===== config.mk =====
export PLATFORM = sky130hd
export DESIGN_NAME = ddr_pixel_demux
export DESIGN_NICKNAME = d
export VERILOG_FILES = /design/src/rtl/pxdmx_pkg.sv /design/src/rtl/pxdmx_capture.sv /design/src/rtl/pxdmx_unpack.sv /design/src/rtl/pxdmx_ycc_track.sv /design/src/rtl/ddr_pixel_demux.sv
export SDC_FILE = /design/constraint.sdc
export NUM_CORES = 1
export LEC_CHECK = 0
export BUFFER_PORTS_ARGS = -buffer_cell sky130_fd_sc_hd__clkbuf_2
export CAP_MARGIN = 15
export CORE_MARGIN = 2
export CORE_UTILIZATION = 45
export CTS_BUF_LIST = sky130_fd_sc_hd__clkbuf_16
export CTS_CLUSTER_DIAMETER = 100
export CTS_CLUSTER_SIZE = 14
export DETAILED_ROUTE_END_ITERATION = 8
export PLACE_DENSITY = 0.65
export SYNTH_ARGS = -nofsm -noshare
export SYNTH_HDL_FRONTEND = slang
export SYNTH_SLANG_ARGS = --single-unit

===== constraint.sdc =====
create_clock -name clk -period 4 [get_ports clk]
set_clock_uncertainty 0.15 [all_clocks]
set_input_delay 0.6 -clock clk [delete_from_list [all_inputs] [get_ports clk]]
set_output_delay 0.6 -clock clk [all_outputs]
set_load 0.1 [all_outputs]

===== src/rtl/pxdmx_pkg.sv =====
`timescale 1ns/1ps
package pxdmx_pkg;
  localparam int WORD_W = 12;
  localparam int COMP_W = 8;
  localparam int BYTE_LSB = WORD_W - COMP_W;

  localparam logic [2:0] FMT_RGB24  = 3'd0;
  localparam logic [2:0] FMT_RGB565 = 3'd1;
  localparam logic [2:0] FMT_RGB555 = 3'd2;
  localparam logic [2:0] FMT_YCC8   = 3'd3;

  localparam logic [COMP_W-1:0] LUMA_BLANK   = 8'd16;
  localparam logic [COMP_W-1:0] CHROMA_BLANK = 8'd128;
  localparam logic [COMP_W-1:0] CODE_LEAD    = 8'hFF;
  localparam logic [COMP_W-1:0] CODE_ZERO    = 8'h00;
  localparam int FLAG_H_BIT = 4;

  typedef struct packed {
    logic [COMP_W-1:0] c0;
    logic [COMP_W-1:0] c1;
    logic [COMP_W-1:0] c2;
  } pix_t;

  function automatic logic [COMP_W-1:0] widen5(input logic [4:0] x);
    return {x, x[4:2]};
  endfunction

  function automatic logic [COMP_W-1:0] widen6(input logic [5:0] y);
    return {y, y[5:4]};
  endfunction
endpackage


===== src/rtl/pxdmx_capture.sv =====
`timescale 1ns/1ps
module pxdmx_capture
  import pxdmx_pkg::*;
#(
  parameter int W = WORD_W
) (
  input  logic         clk,
  input  logic         rst_s,
  input  logic [W-1:0] din,
  input  logic [2:0]   fmt_sel,
  input  logic         in_hs,
  input  logic         in_vs,
  input  logic         in_de,
  output logic [W-1:0] a_q,
  output logic [W-1:0] b_q,
  output logic [2:0]   fmt_q,
  output logic         hs_q,
  output logic         vs_q,
  output logic         de_q
);
  // First half-word and its side-band signals on the rising edge.
  always_ff @(posedge clk or negedge rst_s) begin
    if (!rst_s) begin
      a_q   <= '0;
      fmt_q <= FMT_RGB24;
      hs_q  <= 1'b0;
      vs_q  <= 1'b0;
      de_q  <= 1'b0;
    end else begin
      a_q   <= din;
      fmt_q <= fmt_sel;
      hs_q  <= in_hs;
      vs_q  <= in_vs;
      de_q  <= in_de;
    end
  end

  // Second half-word on the falling edge that follows.
  always_ff @(negedge clk or negedge rst_s) begin
    if (!rst_s) b_q <= '0;
    else        b_q <= din;
  end
endmodule


===== src/rtl/pxdmx_unpack.sv =====
`timescale 1ns/1ps
module pxdmx_unpack
  import pxdmx_pkg::*;
(
  input  logic [2:0]        fmt,
  input  logic [WORD_W-1:0] a,
  input  logic [WORD_W-1:0] b,
  output pix_t              pix
);
  localparam int NCOMP = 3;

  logic [NCOMP-1:0][5:0]        raw;
  logic [NCOMP-1:0]             is_six;
  logic [NCOMP-1:0][COMP_W-1:0] wide;
  logic                         narrow_fmt;

  always_comb begin
    if (fmt == FMT_RGB565) begin
      raw[0] = {1'b0, b[11:7]};
      raw[1] = {b[6:4], a[11:9]};
      raw[2] = {1'b0, a[8:4]};
      is_six = 3'b010;
    end else begin
      raw[0] = {1'b0, b[10:6]};
      raw[1] = {1'b0, b[5:4], a[11:9]};
      raw[2] = {1'b0, a[8:4]};
      is_six = 3'b000;
    end
  end

  for (genvar i = 0; i < NCOMP; i++) begin : g_widen
    assign wide[i] = is_six[i] ? widen6(raw[i]) : widen5(raw[i][4:0]);
  end

  assign narrow_fmt = (fmt == FMT_RGB565) || (fmt == FMT_RGB555);

  always_comb begin
    if (narrow_fmt) begin
      pix.c0 = wide[0];
      pix.c1 = wide[1];
      pix.c2 = wide[2];
    end else begin
      pix.c0 = b[11:4];
      pix.c1 = {b[3:0], a[11:8]};
      pix.c2 = a[7:0];
    end
  end
endmodule


===== src/rtl/pxdmx_ycc_track.sv =====
`timescale 1ns/1ps
module pxdmx_ycc_track
  import pxdmx_pkg::*;
(
  input  logic              clk,
  input  logic              rst_s,
  input  logic              en,
  input  logic [COMP_W-1:0] a8,
  input  logic [COMP_W-1:0] b8,
  output logic [COMP_W-1:0] y_o,
  output logic [COMP_W-1:0] cb_o,
  output logic [COMP_W-1:0] cr_o,
  output logic              act_o
);
  logic              act_q, act_d;
  logic              phase_q, phase_d;
  logic              lead_q, lead_d;
  logic [COMP_W-1:0] cb_q, cb_d, cr_q, cr_d;
  logic              code_one, code_two, show;

  assign code_one = (a8 == CODE_LEAD) && (b8 == CODE_ZERO);
  assign code_two = lead_q && (a8 == CODE_ZERO);
  assign show     = act_q && !code_one && !code_two;

  always_comb begin
    act_d   = act_q;
    phase_d = phase_q;
    cb_d    = cb_q;
    cr_d    = cr_q;
    lead_d  = en && code_one;
    if (en) begin
      if (code_two) begin
        act_d   = ~b8[FLAG_H_BIT];
        phase_d = 1'b0;
      end
      if (show) begin
        phase_d = ~phase_q;
        if (!phase_q) cb_d = a8;
        else          cr_d = a8;
      end
    end
  end

  always_ff @(posedge clk or negedge rst_s) begin
    if (!rst_s) begin
      act_q   <= 1'b0;
      phase_q <= 1'b0;
      lead_q  <= 1'b0;
      cb_q    <= CHROMA_BLANK;
      cr_q    <= CHROMA_BLANK;
    end else begin
      act_q   <= act_d;
      phase_q <= phase_d;
      lead_q  <= lead_d;
      cb_q    <= cb_d;
      cr_q    <= cr_d;
    end
  end

  assign act_o = show;
  assign y_o   = show ? b8 : LUMA_BLANK;
  assign cb_o  = show ? (phase_q ? cb_q : a8) : CHROMA_BLANK;
  assign cr_o  = show ? (phase_q ? a8 : cr_q) : CHROMA_BLANK;
endmodule


===== src/rtl/ddr_pixel_demux.sv =====
`timescale 1ns/1ps
module ddr_pixel_demux
  import pxdmx_pkg::*;
(
  input  logic              clk,
  input  logic              rst_n,
  input  logic [2:0]        fmt_sel,
  input  logic [WORD_W-1:0] din,
  input  logic              in_hs,
  input  logic              in_vs,
  input  logic              in_de,
  output logic [COMP_W-1:0] px_c0,
  output logic [COMP_W-1:0] px_c1,
  output logic [COMP_W-1:0] px_c2,
  output logic              px_hs,
  output logic              px_vs,
  output logic              px_de
);
  logic              rst_meta, rst_s;
  logic [WORD_W-1:0] a_q, b_q;
  logic [2:0]        fmt_q;
  logic              hs_q, vs_q, de_q;
  pix_t              rgb_pix, pix_d, pix_q;
  logic              de_d, is_ycc;
  logic [COMP_W-1:0] y_v, cb_v, cr_v;
  logic              y_act;

  // Reset: asserts at once, releases on the second rising edge.
  always_ff @(posedge clk or negedge rst_n) begin
    if (!rst_n) begin
      rst_meta <= 1'b0;
      rst_s    <= 1'b0;
    end else begin
      rst_meta <= 1'b1;
      rst_s    <= rst_meta;
    end
  end

  pxdmx_capture #(.W(WORD_W)) u_cap (
    .clk(clk), .rst_s(rst_s), .din(din), .fmt_sel(fmt_sel),
    .in_hs(in_hs), .in_vs(in_vs), .in_de(in_de),
    .a_q(a_q), .b_q(b_q), .fmt_q(fmt_q),
    .hs_q(hs_q), .vs_q(vs_q), .de_q(de_q)
  );

  pxdmx_unpack u_unp (
    .fmt(fmt_q), .a(a_q), .b(b_q), .pix(rgb_pix)
  );

  assign is_ycc = (fmt_q == FMT_YCC8);

  pxdmx_ycc_track u_ycc (
    .clk(clk), .rst_s(rst_s), .en(is_ycc),
    .a8(a_q[WORD_W-1:BYTE_LSB]), .b8(b_q[WORD_W-1:BYTE_LSB]),
    .y_o(y_v), .cb_o(cb_v), .cr_o(cr_v), .act_o(y_act)
  );

  always_comb begin
    if (is_ycc) begin
      pix_d = '{c0: y_v, c1: cb_v, c2: cr_v};
      de_d  = y_act;
    end else if (de_q) begin
      pix_d = rgb_pix;
      de_d  = 1'b1;
    end else begin
      pix_d = '0;
      de_d  = 1'b0;
    end
  end

  always_ff @(posedge clk or negedge rst_s) begin
    if (!rst_s) begin
      pix_q <= '0;
      px_de <= 1'b0;
      px_hs <= 1'b0;
      px_vs <= 1'b0;
    end else begin
      pix_q <= pix_d;
      px_de <= de_d;
      px_hs <= hs_q;
      px_vs <= vs_q;
    end
  end

  assign px_c0 = pix_q.c0;
  assign px_c1 = pix_q.c1;
  assign px_c2 = pix_q.c2;
endmodule


=== Yosys cells after proc, flatten, opt, wreduce, memory -nomap -nowiden ===
Index checks and enable logic that the tools add are counted.
Widths: inputs -> output; s select.

* Multiplexer cells: 17
* Bitwise gates (word level): 2
* Reductions and logical operators: 14
* Equal/unequal tests: 4

{| class="wikitable"
|+ Operators with widths
! kind !! count
|-
| $mux 24 || 3
|-
| $mux 8 || 8
|-
| $logic_not 8->1 || 2
|-
| $mux 12 || 1
|-
| $eq 8x8->1 const B || 1
|-
| $eq 3x2->1 const B || 2
|-
| $reduce_and 2->1 || 3
|-
| $logic_and 1x1->1 || 5
|-
| $mux 1 || 4
|-
| $eq 3x1->1 const B || 1
|-
| $logic_not 1->1 || 2
|-
| $mux 2 || 1
|-
| $not 1->1 || 2
|-
| $reduce_bool 2->1 || 1
|-
| $logic_or 1x1->1 || 1
|}

* Word-level logic and storage cells: 56
* Output and inout port bits: 27
* Input port bits: 20
* Flip-flop bits (word level): 78

=== Depth between registers and ports, before layout ===
* Depth after elaboration: 7
* Depth in mapped cells: 7

=== By module ===
A second synthesis with hierarchy kept.

* Cell total of the unflattened synthesis: 288
* Area, all modules: 3567.2 sq um

{| class="wikitable"
|+ Modules (own cells, without submodules)
! module !! times used !! cells each !! area each (sq um)
|-
| ddr_pixel_demux || 1 || 111 || 1233.7
|-
| pxdmx_ycc_track || 1 || 103 || 1156.1
|-
| pxdmx_capture || 1 || 30 || 750.7
|-
| pxdmx_unpack || 1 || 44 || 426.7
|}

==> reports/metrics.cfg <==
[status]
status = finished with violations
violations = negative setup slack

[route]
drc = 0
drt_iter0_drc = 218
postRouteAntennaNets = 0
vias = 2388
wl_per_cell_microns = 16.6
viasPerCell = 5.54
firstDrtPassIters = 4
wl_microns = 7140

[setup_path]
crit_type = register to register
r2r-start = u_cap.b_q[4]
cp_slowest_cell = or4_4
rr_worst_depth = 5
critPathMaxFanout = 7
cp.required_ps = 4050
crit_path_start = u_cap.b_q[4]
crit_path_start_kind = register
crit_arrival_ps = 4190
timing.rr.end = px_c0[7]
max_stage_delay_ps = 540
rrSetupSlack_ps = -140
path_cells = or4_4, o41a_1, nand2_4, buf_4, a22oi_1
crit_path_end_kind = register

[global_route]
grt_pass1_wl_microns = 11500
grt_util_all_layers_pct = 19.7
grt_start_max_net_pins = 34
antenna_found_initial = 0
first_global_vias = 2223
grt_overflow = 0

[timing]
layout_setup_ws_ps = -142
whs_ps = 167
worst_slew_pin_slew_ps = 931
slew_violations = 0
rsz0062_at_grt = yes
setup_viol = 39
slew-limit-headroom_pct = 38.0
hold_viol_final = 0

[finish]
design_area_sq_um = 4070
final_cells = 431
area_growth_pct = 25.0
fin_nets = 350
antennaDiodeCount = 0
seq_area_sq_um = 1960
multi_input_area_sq_um = 1190
drive_gt1_share_pct = 30.1
n_fill_cell = 581

[synth]
netlist_top_cells_area = dfrtp_1 (49%), dfrtn_1 (9.2%), mux2i_1 (8.9%)
netlist.area_leader.share_pct = 49.2
seq_area_frac_synth_pct = 60.1
synth_top_family_by_area = compound AO/OA/AOI/OAI gates
synth-async-reset-ratio_pct = 100
avgSynthCellArea_sq_um = 12.0
synth_area_leader_cell = dfrtp_1
synth-simple-area-share_pct = 7.66
synth_edf_count = 0
synth_common_cells = dfrtp_1 (64), mux2i_1 (29), inv_1 (20)
synthAdderAreaFrac_pct = 0
yosysUniqueCellTypes = 49
synthMuxAreaShare_pct = 10.7
synth_most_common_cell = dfrtp_1
ys_ff_latch = 78
syn-num-nets = 291
netlist_area_sq_um = 3250
ys.flop_type = dfrtp_1
synth_compound_area_share_pct = 15.4
synth_xor_area_share_pct = 0.269
yosys_warnings = 0
synthCells = 271

[cts]
cts_made_buffers = 9
cts_tree = built
htreeDepth = 3
clkLatencyLatePin_ps = 340
cts_sinks = 78
clk_pin_slew_ps = 60
cts-root-buf = clkbuf_16
clockBufferDepth = 2

[placement]
place_area_sq_um = 3620
port_buffers = 46
gp_congestion = 0.898
placed_cells = 412
dp_slack_ps = -107
hpwl_microns = 4820

[power]
power_density_nw_per_um2 = 572
p_total_mw = 2.33
p_leak_nw = 1.97
ir_drop_mv = 0.246

[floorplan]
die_h_microns = 89.0
die_area_sq_um = 7920
initial_utilization_pct = 47.1
rows = 30
die_width_microns = 89.0
core_sq_um = 6910
io-pin-count = 47

[worst_hold_path]
hp-class = register to asynchronous set/reset pin

[flow_run]
drv_cap = 0

repair_timing:
item	4_1_cts	5_1_grt
endpoints found under the setup margin	39	42
buffers inserted	0	1
hold buffers	1	0
endpoints found under the hold margin	2	0
resized for setup	5	9
pin swaps	1	2
gates cloned	0	1
critical path: cells and delay by family, from the launching register on:
kind / cells / cell delay, ps
flip-flops: 1 / 340
AND/OR/NAND/NOR: 2 / 720
AO/OA/AOI/OAI: 2 / 590
buffers and inverters: 1 / 190
cell type report:
class | instances | area share [%]
Inverter | 22 | 2.03
Sequential cell | 78 | 48.1
Multi-Input combinational cell | 155 | 29.2
Clock inverter | 7 | 2.22
Clock buffer | 9 | 5.54
Tap cell | 96 | 2.95
Timing Repair Buffer | 64 | 9.97
power by group:
group          switching (mW)  internal, mW
sequential             0.0917         0.900
combinational           0.335         0.156
clock                   0.302         0.542
total                   0.728          1.60
through the flow:
step	setup TNS (ps)	util (%)
6_report	-4080	58.9
5_1_grt	-7380	58.9
4_1_cts	-3070	57.6
3_5_place_dp	-2610	52.5
3_3_place_gp	-1100	52.5
2_1_floorplan	-427	-
state kept, by name (all words and copies together), names as in the netlist:
| signal | cells |
|---|---|
| px_de | 1 |
| u_cap.fmt_q | 3 |
| u_ycc.lead_q | 1 |
| u_cap.b_q | 12 |
| u_cap.hs_q | 1 |
| px_vs | 1 |
| u_cap.a_q | 12 |
| u_ycc.cb_q | 8 |
| u_ycc.cr_q | 8 |
| rst_meta | 1 |
| px_c2 | 8 |
| u_cap.vs_q | 1 |
| u_cap.de_q | 1 |
| u_ycc.act_q | 1 |
| rst_s | 1 |
| px_c0 | 8 |
| u_ycc.phase_q | 1 |
| px_hs | 1 |
| px_c1 | 8 |
layer usage:
metal / routed length, microns / part of all wire [%] / GRT usage [%] / up-vias
met5: 0 / 0 / 0 / -
met4: 78 / 1.1 / 8.28 / 0
met3: 364 / 5.1 / 3.88 / 7
met2: 3630 / 51 / 30.1 / 78
met1: 3070 / 43 / 27.6 / 1205
li1: - / - / - / 1098
cell usage in the layout, fill, tap and decap left out, drive strengths merged, types with 2 or more instances in the layout:
cell,instances
dfrtp,64
clkbuf,56
mux2i,29
inv,21
a21oi,16
buf,16
o22ai,13
o21ai,12
dfrtn,12
a22oi,10
a31oi,10
nor2,9
nand2,9
nand4,5
mux2,5
clkinv,5
nor3,4
nand2b,4
nor2b,3
or4,3
and3,2
o32ai,2
o221ai,2
bufinv,2
dfstp,2
and2,2
a2bb2oi,2
how the worst max path moves through the flow:
stage	endpoint	slack, ps	cells past startpoint
final	px_c0[7]	-140	5
after global routing	u_ycc.cr_q[2]	-230	5
after CTS	u_ycc.cr_q[2]	-130	5
after detailed placement	u_ycc.cr_q[1]	-110	5
after global placement	u_ycc.cr_q[4]	-50	5
after floorplan	px_c2[0]	-40	7
cells by family after synthesis:
| group | Yosys count |
|---|---|
| compound gates | 74 |
| xor+xnor | 1 |
| buf+inv | 38 |
| flops | 78 |
| mux | 34 |
| other cells | 1 |
| simple gates | 45 |
No activity file was read; power rests on OpenSTA's default activity.
